### src/rtl/johnson_pkg.sv
package johnson_pkg;
  localparam int unsigned MAX_STAGES = 8;

  typedef logic [MAX_STAGES-1:0] ring_word_t;

  // A legal twisted-ring code has at most one boundary between neighbours
  // among its lowest n bits.
  function automatic logic code_is_legal(input ring_word_t w, input int unsigned n);
    int unsigned edges;
    edges = 0;
    for (int unsigned i = 0; i < MAX_STAGES - 1; i++) begin
      if ((i + 1 < n) && (w[i] != w[i+1])) edges = edges + 1;
    end
    return (edges <= 1);
  endfunction
endpackage

### src/rtl/johnson_ring_step.sv
module johnson_ring_step
  import johnson_pkg::*;
#(
  parameter int unsigned STAGES = 5
) (
  input  logic [STAGES-1:0] ring_q,
  output logic [STAGES-1:0] ring_d
);
  ring_word_t wide;
  logic       legal;
  logic [STAGES-1:0] shifted;

  always_comb begin
    wide = '0;
    wide[STAGES-1:0] = ring_q;
  end

  assign legal   = code_is_legal(wide, STAGES);
  assign shifted = {ring_q[STAGES-2:0], ~ring_q[STAGES-1]};
  // correction term: an illegal pattern collapses to the zero code
  assign ring_d  = legal ? shifted : '0;
endmodule

### src/rtl/johnson_slot_decode.sv
module johnson_slot_decode #(
  parameter int unsigned STAGES = 5,
  localparam int unsigned SLOTS = 2 * STAGES
) (
  input  logic [STAGES-1:0] ring,
  output logic [SLOTS-1:0]  slots
);
  genvar k;
  generate
    for (k = 0; k < SLOTS; k++) begin : g_slot
      if (k == 0) begin : g_zero
        assign slots[k] = ~ring[STAGES-1] & ~ring[0];
      end else if (k < STAGES) begin : g_fill
        assign slots[k] = ring[k-1] & ~ring[k];
      end else if (k == STAGES) begin : g_full
        assign slots[k] = ring[STAGES-1] & ring[0];
      end else begin : g_drain
        assign slots[k] = ~ring[k-STAGES-1] & ring[k-STAGES];
      end
    end
  endgenerate
endmodule

### src/rtl/johnson_divider.sv
module johnson_divider #(
  parameter int unsigned STAGES = 5,
  localparam int unsigned SLOTS = 2 * STAGES
) (
  input  logic             clk,
  input  logic             rst,
  input  logic             count_en_n,
  output logic [SLOTS-1:0] slot_o,
  output logic             carry_o
);
  logic [STAGES-1:0] ring_q;
  logic [STAGES-1:0] ring_d;
  logic [SLOTS-1:0]  slot_d;

  johnson_ring_step #(.STAGES(STAGES)) u_step (
    .ring_q (ring_q),
    .ring_d (ring_d)
  );

  // decode the next state so slot flops switch together with the ring
  johnson_slot_decode #(.STAGES(STAGES)) u_decode (
    .ring  (ring_d),
    .slots (slot_d)
  );

  always_ff @(posedge clk or posedge rst) begin
    if (rst) begin
      ring_q  <= '0;
      slot_o  <= SLOTS'(1);
      carry_o <= 1'b1;
    end else if (!count_en_n) begin
      ring_q  <= ring_d;
      slot_o  <= slot_d;
      carry_o <= ~ring_d[STAGES-1];
    end
  end
endmodule

### config.mk
export PLATFORM = sky130hd
export DESIGN_NAME = johnson_divider
export DESIGN_NICKNAME = d
export VERILOG_FILES = /design/src/rtl/johnson_pkg.sv /design/src/rtl/johnson_ring_step.sv /design/src/rtl/johnson_slot_decode.sv /design/src/rtl/johnson_divider.sv
export SDC_FILE = /design/constraint.sdc
export NUM_CORES = 1
export LEC_CHECK = 0
export ABC_AREA = 1
export BUFFER_PORTS_ARGS = -buffer_cell sky130_fd_sc_hd__buf_4
export CAP_MARGIN = 40
export CORE_AREA = 4 4 50 52
export CTS_CLUSTER_DIAMETER = 100
export CTS_CLUSTER_SIZE = 14
export DETAILED_ROUTE_END_ITERATION = 8
export DIE_AREA = 0 0 54 56
export PLACE_DENSITY = 0.64
export SLEW_MARGIN = 20
export SYNTH_ARGS = -nofsm -noshare
export SYNTH_HDL_FRONTEND = slang
export SYNTH_SLANG_ARGS = --single-unit
### constraint.sdc
create_clock -name clk -period 2.2 [get_ports clk]
set_input_delay 0.55 -clock clk [delete_from_list [all_inputs] [get_ports clk]]
set_output_delay 0.55 -clock clk [all_outputs]
set_load 0.05 [all_outputs]
After elaboration in Yosys (flattened, before gate mapping)
Index checks and enable logic that the tools add are counted.
{"block": "word_totals", "reg_bits": 16, "latchBits": 0, "mem_bits_rw": 0, "mem_bits_ro": 0, "in_bits": 3, "output_inout_bits": 11, "word_cells": 32, "memories": 0}
{"block": "classes", "n_addsub": 3, "multipliers": 0, "div": 0, "n_lt_le_gt_ge": 1, "n_eq_ne": 4, "n_shift": 0, "mux": 5, "bitwise": 16, "n_reduce_logical": 0}
{"cell": "adder 32 x 1 -> 32 bit, second input constant", "n": 3}
{"cell": "two-way mux 32 bit", "n": 3}
{"cell": "<= comparator 32 x 1 -> 1 bit, second input constant", "n": 1}
{"cell": "AND 1 bit", "n": 10}
{"cell": "inverter 1 bit", "n": 6}
{"cell": "two-way mux 5 bit", "n": 1}
{"cell": "inequality test 1 bit", "n": 4}
{"cell": "two-way mux 1 bit", "n": 1}

Longest topological paths before layout
Gate-level depths: netlist of run 1.
{"block": "logic_depth", "ltp_word": 12, "ltp_mapped": 17, "mapped_depth_nobuf": 16}

By module
Synthesis of run 1 repeated with hierarchy kept, for this count alone.
{"block": "unflattened", "hier_cells": 130, "area_unflattened_um2": 993.5}
{"mod": "johnson_divider", "instances": 1, "cells_each": 68, "area_each_um2": 648.1, "seq_area_each_um2": 402.9}
{"mod": "johnson_ring_step", "instances": 1, "cells_each": 46, "area_each_um2": 285.3, "seq_area_each_um2": 0.0}
{"mod": "johnson_slot_decode", "instances": 1, "cells_each": 16, "area_each_um2": 60.1, "seq_area_each_um2": 0.0}

Worst setup path before layout of run 1
Ideal clock, no wire load.
{"block": "synth_path", "path_type": "register to register", "start": "register ring_q[2]", "end": "register ring_q[2]", "setup_ns": 0.076, "t_arrival_ns": 1.960, "required_time_ns": 2.124, "path_slack_ns": 0.164, "path_stages_with_launch": 18, "n_path_buf": 2, "cell_sequence": "dfrtp_1 buf_6 inv_4 nand2_1 nand2_1 ha_1 inv_1 xor2_1 inv_1 ha_1 nand3_1 inv_1 nand2_1 nand2_2 nor2_4 buf_6 nand3_1 o21ai_1"}
{"block": "synth_between", "elab_chain_cells": 8, "word_cells_on_any_way": 9, "classes_between": "add/sub (2); order compare (1); eq/ne (2); mux (4)"}
{"element": "start: declaration", "line_no": "johnson_divider.sv:11", "rtl": "logic [STAGES-1:0] ring_q;"}
{"element": "start signal: assignment", "line_no": "johnson_divider.sv:32", "rtl": "ring_q <= ring_d;"}
{"element": "inequality test 1 bit", "line_no": "johnson_pkg.sv:12", "rtl": "if ((i + 1 < n) && (w[i] != w[i+1])) edges = edges + 1;"}
{"element": "two-way mux 32 bit", "line_no": "johnson_pkg.sv:12"}
{"element": "adder 32 x 1 -> 32 bit", "line_no": "johnson_pkg.sv:12"}
{"element": "two-way mux 32 bit (*)", "line_no": "johnson_pkg.sv:12"}
{"element": "adder 32 x 1 -> 32 bit", "line_no": "johnson_pkg.sv:12"}
{"element": "two-way mux 32 bit (*)", "line_no": "johnson_pkg.sv:12"}
{"element": "<= comparator 32 x 1 -> 1 bit (*)", "line_no": "johnson_pkg.sv:14", "rtl": "return (edges <= 1);"}
{"element": "two-way mux 5 bit (*)", "line_no": "johnson_ring_step.sv:21", "rtl": "assign ring_d = legal ? shifted : '0;"}
Every way passes the cells marked *; elsewhere a longest branch is shown, timed or not.
A chain may end at the register's enable or synchronous reset.

Worst setup path in the final report of run 1
{"block": "layout_path", "start": "register ring_q[1]", "end": "register slot_o[9]"}
{"block": "layout_between", "elab_chain_cells": 12, "word_cells_on_any_way": 13, "classes_between": "add/sub (3); order compare (1); eq/ne (2); mux (5); bitwise (2)"}
{"element": "inequality test 1 bit", "line_no": "johnson_pkg.sv:12"}
{"element": "two-way mux 1 bit", "line_no": "johnson_pkg.sv:12"}
{"element": "adder 32 x 1 -> 32 bit", "line_no": "johnson_pkg.sv:12"}
{"element": "two-way mux 32 bit (*)", "line_no": "johnson_pkg.sv:12"}
{"element": "adder 32 x 1 -> 32 bit", "line_no": "johnson_pkg.sv:12"}
{"element": "two-way mux 32 bit (*)", "line_no": "johnson_pkg.sv:12"}
{"element": "adder 32 x 1 -> 32 bit", "line_no": "johnson_pkg.sv:12"}
{"element": "two-way mux 32 bit (*)", "line_no": "johnson_pkg.sv:12"}
{"element": "<= comparator 32 x 1 -> 1 bit (*)", "line_no": "johnson_pkg.sv:14"}
{"element": "two-way mux 5 bit (*)", "line_no": "johnson_ring_step.sv:21"}
{"element": "inverter 1 bit", "line_no": "johnson_slot_decode.sv:18", "rtl": "assign slots[k] = ~ring[k-STAGES-1] & ring[k-STAGES];"}
{"element": "AND 1 bit (*)", "line_no": "johnson_slot_decode.sv:18"}
{"element": "end signal: assignment", "line_no": "johnson_divider.sv:33", "rtl": "slot_o <= slot_d;"}
{"element": "end: declaration", "line_no": "johnson_divider.sv:8", "rtl": "output logic [SLOTS-1:0] slot_o,"}
Marks and branches as above.

==> run metrics, run 1 <==
status=finished, violations left; failing checks=setup timing; vias in the first global route=833; Root Buffer=clkbuf_4; Max clock buf depth=2; stages on the worst setup path=15; number of vias per cell=4.97; Post-Place Setup Slack=-0.0491 ns; Post-Synth Adder-Cell Area=2.70%; DR WL met2=1040 µm; Global Route Usage Sum=14.9%; post-synthesis mux area share=0%; xor and xnor area share after synthesis=0.945%; sequential share of the synthesized area=43.5%; total core area=2110 µm²; Post-Syn Nets=128; syn avg cell area=7.54 µm²; Setup CP Type=reg2reg; worst endpoint required time=2.44 ns; CP Cell Sequence=inv_4 > nand2_2 > nand2_2 > ha_4 > inv_4 > xor2_1 > inv_1 > ha_2 > nand3_2 > nand3_1 > nand2_2 > nor2_4 > clkbuf_16 > nand4_1 > nand2_1; area of the multi-input gates=465 µm²; Synth Instances=123; clock tree from TritonCTS=yes; drt initial violations=19; CP max FO=6; routed wire length=2140 µm; Worst EP arrival=2.49 ns; antenna-violating nets left=0; first-pass GRT wire length=3440 µm; TritonRoute pass-1 iters=4; Slew headroom=59.9%; synth warn=0; post-synthesis cell type count=22; die footprint=3020 µm²; DP Cell Count=166; crit start category=flop; Peak Freq=444 MHz; CP max stage cell=dfrtp_2; Port-buffer cells=13; Skew-Pair Late Insertion Delay=0.29 ns; Clock Sinks=16; worst reg2reg path depth=15; Die Y=56 µm; IO Count=14; Post-CTS Hold Fix Bufs=0; number of fill cells=187; minimum clock period=2.25 ns; commonest non-fill, non-tap cells in the layout=nand2_1 (48), buf_4 (24), dfrtp_1 (12); family with the most delay on the worst path=simple AND/OR/NAND/NOR gates; post-DR wirelength/cell=12.2 µm; cts bufs inserted=3; PnR worst setup slack=-0.0527 ns; Die Width=54 µm; main combinational cell family by area after synthesis=simple AND/OR/NAND/NOR gates; setup violators final=7; most common cell after layout, fill and taps aside=nand2_1; Seq. cell area=405 µm²; Non-Filler Instances=175; max incr delay on CP=0.46 ns; area grow syn2layout=31.2%; Top Layer Used=met4; clk slew on worst S/H paths=0.10 ns; HPWL Detailed=1380 µm; cell mode on critical path=nand2_2; Pins Over Slew Limit=0; num rows=17; CP endpoint kind=flop; post-synthesis simple-gate area fraction=39.0%; worst min path class=in2async; residual DRC count=0; vias=870; layout cell share with drive strength beyond 1=38.8%; initial antenna violation count=0; Initial Utilization=44.0%; Post-Syn Area=927 µm²; skew final=0.00663 ns; Max-Cap Viols=0; final period utilization=102%; number of diodes=0; M1 WL=944 µm; post-synthesis compound-gate area fraction=3.51%; WP buf/inv=4; Finished Core Util=57.8%; fin nets=153; Placer Congestion=0.849; RSZ-0062 raised after global routing=true; htree depth=1; Final Hold Viols=0; largest net degree at the start of global routing=20; Synth Register Bits=16; slew at the pin with the worst max-slew slack=0.601 ns; routed wl met3=118 µm; GRT overflow=0
## registers in the layout (all words and copies together) (netlist names)
signal   count
carry_o      1
ring_q       5
slot_o      10
## final timing paths
check                            end  slack [ns]      start
setup / recovery           slot_o[9]       -0.05  ring_q[1]
hold / removal             slot_o[1]        0.32        rst
setup reg to reg           slot_o[9]       -0.05  ring_q[1]
hold reg to reg              carry_o        0.47    carry_o
max in group asynchronous  ring_q[0]        1.45        rst
min in group clk             carry_o        0.47    carry_o
## synthesized netlist by cell type
library cell	n	area [µm²]
dfrtp_1	14	350
dfstp_2	2	52.6
o21ai_1	2	10.0
or2_2	1	6.26
nand2_1	55	206
nor2_2	2	12.5
nand4_1	9	56.3
o21ai_0	3	15.0
nand2_2	3	18.8
o211ai_1	1	7.51
inv_2	2	7.51
nand3_1	10	50.1
buf_6	3	33.8
buf_4	1	7.51
nor2_4	1	11.3
xor2_1	1	8.76
inv_4	2	12.5
inv_1	6	22.5
clkinv_1	1	3.75
clkbuf_1	1	3.75
ha_1	2	25.0
buf_2	1	5.00
## final cells by class
type                            count  share of cell area, %
Multi-Input combinational cell     90                   38.3
Sequential cell                    16                   33.3
Timing Repair Buffer               26                   18.5
Inverter                           11                   4.01
Clock buffer                        4                   2.98
Tap cell                           28                   2.88
## kinds of logic after synthesis
family                     Yosys count
buffers and inverters               17
adders and majority gates            2
AOI/OAI and AO/OA                    6
xor gates and xnor gates             1
and+or+nand+nor                     81
DFF                                 16
## per-stage QoR
stage	cell area (µm²)	hold slack, ns	setup TNS (ns)
after floorplan	927	0.462	0
after global placement	1080	0.459	-0.00649
after detailed placement	1080	0.462	-0.523
after CTS	1130	0.335	0
after global routing	1220	0.361	-1.96
final	1220	0.319	-0.0786
## layer usage
layer	up-vias	GRT usage, %
li1	443	-
met1	397	18.3
met2	24	23.7
met3	6	5.90
met4	0	3.91
met5	-	0
## timing repair
action,CTS,global route
resized for setup,3,13
pin swaps,1,10
cloned,0,1
setup endpoints to repair,16,16
setup buffers,1,3
Power of run 1 is left out: the tool's default activity adds up to more than one toggle a clock period on the data nets, which glitch-free logic cannot reach.
==> run 2: changes to the inputs <==
--- a/config.mk
+++ b/config.mk
@@ -8,12 +8,12 @@
 export ABC_AREA = 1
 export BUFFER_PORTS_ARGS = -buffer_cell sky130_fd_sc_hd__buf_4
 export CAP_MARGIN = 40
-export CORE_AREA = 4 4 50 52
+export CORE_AREA = 4 4 47 49
 export CTS_CLUSTER_DIAMETER = 100
 export CTS_CLUSTER_SIZE = 14
 export DETAILED_ROUTE_END_ITERATION = 8
-export DIE_AREA = 0 0 54 56
-export PLACE_DENSITY = 0.64
+export DIE_AREA = 0 0 51 53
+export PLACE_DENSITY = 0.72
 export SLEW_MARGIN = 20
 export SYNTH_ARGS = -nofsm -noshare
 export SYNTH_HDL_FRONTEND = slang
==> constraint.sdc (replaced) <==
create_clock -name clk -period 2.2 [get_ports clk]
set_input_delay 0.11 -clock clk [delete_from_list [all_inputs] [get_ports clk]]
set_output_delay 0.11 -clock clk [all_outputs]
set_load 0.05 [all_outputs]
==> run metrics, run 2 (synthesis gave the netlist of run 1 again) <==
final period utilization=95.3% (-7.1 points); DR WL met2=966 µm (-7.5%); max FFs per register=10 (unchanged); Skew-Pair Late Insertion Delay=0.29 ns (about the same); M1 WL=877 µm (-7.1%); initial antenna violation count=0 (unchanged); layout cell share with drive strength beyond 1=37.7% (-1.1 points); Largest regs=slot_o: 10 flops, ring_q: 5 flops, carry_o: 1 flops; Seq. cell area=405 µm² (unchanged); TritonRoute pass-1 iters=4 (unchanged); Clock Sinks=16 (unchanged); number of vias per cell=4.90 (-1.4%); htree depth=1 (unchanged); Slew headroom=59.7% (-0.15 points); Die Y=53 µm (-5.4%); cts bufs inserted=3 (unchanged); Global Route Usage Sum=16.0% (+1.1 points); Top Layer Used=met4; first-pass GRT wire length=3240 µm (-6.0%); residual DRC count=0 (unchanged); num rows=16 (-1); Initial Utilization=49.8% (+5.8 points); Final Hold Viols=0 (unchanged); skew final=0.00497 ns (-0.00166 ns); Worst EP arrival=2.29 ns (-0.20 ns); vias=848 (-2.5%); Placer Congestion=0.744 (-12%); Setup CP Type=reg2reg; worst min path class=in2reg; commonest non-fill, non-tap cells in the layout=nand2_1 (49), buf_4 (22), dfrtp_1 (12); Max clock buf depth=2 (unchanged); fin nets=152 (-0.65%); Fin Setup TNS=0 ns (+0.0786 ns); total core area=1860 µm² (-12%); drt initial violations=12 (-7); clk slew on worst S/H paths=0.09 ns (about the same); CP max FO=7 (+1); Die Width=51 µm (-5.6%); most common cell after layout, fill and taps aside=nand2_1; number of diodes=0 (unchanged); worst endpoint required time=2.40 ns (-0.04 ns); largest reg by FF count=slot_o; minimum clock period=2.10 ns (-0.156 ns); Max-Cap Viols=0 (unchanged); largest net degree at the start of global routing=20 (unchanged); status=finished clean; IO Count=14 (unchanged); Root Buffer=clkbuf_4; slew at the pin with the worst max-slew slack=0.603 ns (+0.00230 ns); Peak Freq=477 MHz (+7.4%); post-DR wirelength/cell=11.2 µm (-8.4%); crit start category=flop; worst hold slack=0.103 ns (-0.215 ns); routed wl met3=85 µm (-28%); die footprint=2700 µm² (-11%); Finished Core Util=64.9% (+7.1 points); HPWL Detailed=1340 µm (-2.8%); vias in the first global route=770 (-7.6%); clock tree from TritonCTS=yes; antenna-violating nets left=0 (unchanged); area of the multi-input gates=488 µm² (+4.8%); GRT overflow=0 (unchanged); RSZ-0062 raised after global routing=true; area grow syn2layout=30.2%; setup violators final=0 (-7); CP endpoint kind=flop; Port-buffer cells=13 (unchanged); number of fill cells=171 (-8.6%); routed wire length=1940 µm (-9.5%); Pins Over Slew Limit=0 (unchanged)
==> run 2: cell type report <==
cell class                 count  area share (%)
clock buffer                   4            3.01
inverter                      11            3.83
sequential                    16            33.6
timing repair buffer          25            16.4
tap                           27            2.80
multi-input combinational     90            40.4
==> run 2: repair_timing <==
action                                  4_1_cts  5_1_grt
setup buffers                                 0        3
pin swaps                                     0        6
hold buffers                                  1        0
endpoints found under the setup margin       14       16
hold endpoints to repair                     14        0
resized for setup                             1       16
==> run 2: worst paths after layout <==
kind | slack, ns | start | endpoint | cells after the start
worst max-delay path | 0.10 | ring_q[1] | ring_q[0] | 16
worst min-delay path | 0.10 | count_en_n | slot_o[0] | 3
worst max register to register | 0.10 | ring_q[1] | ring_q[0] | 16
worst min register to register | 0.47 | slot_o[0] | slot_o[0] | 2
max in group asynchronous | 1.33 | rst | ring_q[2] | 3
min in group asynchronous | 0.45 | rst | slot_o[2] | 3
==> run 2: through the flow <==
step           setup WS, ns  area (µm²)  cells
2_1_floorplan         0.164         927    123
3_3_place_gp         0.0126        1070    165
3_5_place_dp        -0.0494        1070    165
4_1_cts             0.00570        1120    170
5_1_grt             -0.0654        1210    173
6_report              0.103        1210    173
==> run 2: critical path: stages (launching register included) <==
cell	delay (ns)
dfrtp_2	0.49
inv_4	0.10
nand2_2	0.05
nand2_2	0.10
ha_4	0.20
inv_2	0.05
xor2_1	0.12
inv_1	0.08
ha_4	0.15
nand3_2	0.07
inv_1	0.04
nand2_1	0.06
nand2_2	0.07
nor2_4	0.12
buf_6	0.14
nand3_1	0.06
o21ai_0	0.09
==> run 2: routing by layer <==
layer / global-route usage (%) / up-vias
li1: - / 438
met1: 18.5 / 391
met2: 28.1 / 17
met3: 5.35 / 2
met4: 4.04 / 0
met5: 0 / -
Power of run 2 is left out for the same reason.
==> run 3: changes to the inputs <==
--- a/config.mk
+++ b/config.mk
@@ -8,13 +8,14 @@
 export ABC_AREA = 1
 export BUFFER_PORTS_ARGS = -buffer_cell sky130_fd_sc_hd__buf_4
 export CAP_MARGIN = 40
-export CORE_AREA = 4 4 47 49
+export CORE_AREA = 4 4 48 50
 export CTS_CLUSTER_DIAMETER = 100
 export CTS_CLUSTER_SIZE = 14
 export DETAILED_ROUTE_END_ITERATION = 8
-export DIE_AREA = 0 0 51 53
-export PLACE_DENSITY = 0.72
+export DIE_AREA = 0 0 52 54
+export PLACE_DENSITY = 0.73
 export SLEW_MARGIN = 20
 export SYNTH_ARGS = -nofsm -noshare
 export SYNTH_HDL_FRONTEND = slang
+export SYNTH_HIERARCHICAL = 1
 export SYNTH_SLANG_ARGS = --single-unit
==> run metrics, run 3 <==
WHS Path Cells=2 (-1); Clock Sinks=16 (unchanged); sequential share of the synthesized area=40.6% (-2.9 points); syn avg cell area=7.64 µm² (+1.4%); Pins Over Slew Limit=0 (unchanged); clk slew on worst S/H paths=0.09 ns (about the same); Peak Freq=443 MHz (-7.0%); antenna-violating nets left=0 (unchanged); Max-Cap Viols=0 (unchanged); number of vias per cell=4.34 (-11%); commonest non-fill, non-tap cells in the layout=nand2_1 (51), buf_4 (29), dfrtp_1 (14); beginning of the worst register-to-register path=ring_q[1]; TritonRoute pass-1 iters=4 (unchanged); CP endpoint kind=flop; CP max FO=5 (-2); Placer Congestion=0.815 (+9.6%); Worst R2R End=slot_o[4]; GRT overflow=0 (unchanged); Setup CP Type=reg2reg; DR WL met2=912 µm (-5.6%); Post-Syn Area=993 µm² (+7.2%); worst endpoint required time=2.43 ns (+0.03 ns); Final Hold Viols=0 (unchanged); largest reg by FF count=slot_o; drt initial violations=8 (-4); routed wl met3=49 µm (-42%); PnR worst setup slack=-0.0557 ns (-0.159 ns); skew final=0.00648 ns (+0.00151 ns); initial antenna violation count=0 (unchanged); vias in the first global route=847 (+10%); Primary FF master, synth=dfrtp_1; cts bufs inserted=3 (unchanged); routed wire length=1840 µm (-4.8%); Initial Utilization=52.2% (+2.4 points); Max clock buf depth=2 (unchanged); Post-Place Setup Slack=-0.201 ns (-0.152 ns); worst min path class=in2reg; total core area=1900 µm² (+2.2%); M1 WL=862 µm (-1.7%); failing checks=setup timing; Port-buffer cells=13 (unchanged); post-synth top area share=35.3% (-2.5 points); top cells by count, synth=nand2_1 (55), dfrtp_1 (14), inv_1 (12), nor2_1 (10), nand2_2 (9); Synth Instances=130 (+5.7%); crit start category=flop; count leader, synth=nand2_1; fin nets=167 (+9.9%); Synth Register Bits=16 (unchanged); Post-synth EDFFs=0 (unchanged); final period utilization=103% (+7.2 points); synth warn=6 (+6); Die Y=54 µm (+1.9%); area of the multi-input gates=561 µm² (+15%); max FFs per register=10 (unchanged); htree depth=1 (unchanged); final instance area=1340 µm² (+11%); number of fill cells=166 (-2.9%); Seq. cell area=403 µm² (-0.62%); Area contributors post-synth=dfrtp_1 (35%), nand2_1 (21%), nand2_2 (5.7%); Top Layer Used=met4; Post-Syn Nets=135 (+5.5%); die footprint=2810 µm² (+3.9%); largest net degree at the start of global routing=19 (-5.0%); HPWL Detailed=1330 µm (-0.75%); most common cell after layout, fill and taps aside=nand2_1; first-pass GRT wire length=3530 µm (+8.9%); Slew headroom=60.8% (+1.1 points); hold endpoint=carry_o; Skew-Pair Late Insertion Delay=0.29 ns (about the same); Global Route Usage Sum=16.8% (+0.79 points); num rows=16 (unchanged); slew at the pin with the worst max-slew slack=0.587 ns (-0.0166 ns); dpl cell area=1170 µm² (+9.6%); vias=816 (-3.8%); residual DRC count=0 (unchanged); ys async rst share=100% (unchanged); Fin Setup TNS=-0.391 ns (-0.391 ns); layout cell share with drive strength beyond 1=45.3% (+7.7 points); Die Width=52 µm (+2.0%); Worst EP arrival=2.49 ns (+0.20 ns); clock tree from TritonCTS=yes; RSZ-0062 raised after global routing=true; Root Buffer=clkbuf_4; worst reg2reg path depth=18 (+2); post-synthesis cell type count=21 (-4.5%); IO Count=14 (unchanged); R2R Setup Slk=-0.06 ns (-0.16 ns); minimum clock period=2.26 ns (+0.159 ns); setup violators final=11 (+11); post-DR wirelength/cell=9.80 µm (-12%); biggest area consumer among synthesized cells=dfrtp_1; Hold Path Origin=count_en_n; area grow syn2layout=34.8%; number of diodes=0 (unchanged); Largest regs=slot_o: 10 flops, ring_q: 5 flops, carry_o: 1 flops; status=finished, violations left; worst hold slack=0.0995 ns (-0.00390 ns)
==> run 3: how the worst max path moves through the flow <==
stage | start | slack (ns) | endpoint
after floorplan | ring_q[2] | -0.04 | slot_o[9]
after global placement | ring_q[0] | -0.15 | slot_o[5]
after detailed placement | ring_q[1] | -0.20 | slot_o[5]
after CTS | ring_q[1] | -0.15 | slot_o[7]
after global routing | ring_q[1] | -0.28 | slot_o[9]
final | ring_q[1] | -0.06 | slot_o[4]
==> run 3: kinds of logic after synthesis <==
| kind of cell | share of synthesized area (%) |
|---|---|
| and+or+nand+nor | 43.1 |
| buffers and inverters | 11.7 |
| DFF | 40.6 |
| AOI/OAI and AO/OA | 1.26 |
| adders and majority gates | 2.52 |
| xor gates and xnor gates | 0.882 |
==> run 3: per-stage QoR <==
stage	utilization (%)	instances
after floorplan	-	130
after global placement	61.6	178
after detailed placement	61.6	178
after CTS	68.6	186
after global routing	70.4	188
final	70.4	188
==> run 3: critical path, stage by stage, from the launching register on <==
cell and delay (ns):
dfrtp_1 0.42, inv_2 0.09, nand2_2 0.05, nand2_2 0.08, inv_2 0.04, ha_4 0.27, clkinv_4 0.04, buf_4 0.12
buf_4 0.12, nor2_2 0.16, nand2_2 0.08, nand2_2 0.08, nand3_4 0.14, nor3_2 0.13, buf_4 0.16, inv_2 0.04
nor2_1 0.09, nand2_1 0.05, nand2_1 0.06
==> run 3: area by class of cell <==
type | instances | area share, %
sequential | 16 | 30.1
timing repair buffer | 30 | 17.0
clock buffer | 4 | 2.71
multi-input combinational | 93 | 41.9
inverter | 18 | 5.79
tap | 27 | 2.52
==> run 3: layer usage <==
metal,up-vias,track usage (%)
met5,-,0
met4,0,5.24
met3,2,3.60
met2,13,27.4
met1,352,22.2
li1,449,-
==> run 3: repair_timing <==
item,4_1_cts,5_1_grt
pin swaps,19,8
hold buffers,1,0
buffers inserted,3,2
setup endpoints to repair,15,16
endpoints found under the hold margin,14,0
resized for setup,17,3
Power of run 3 is left out for the same reason.
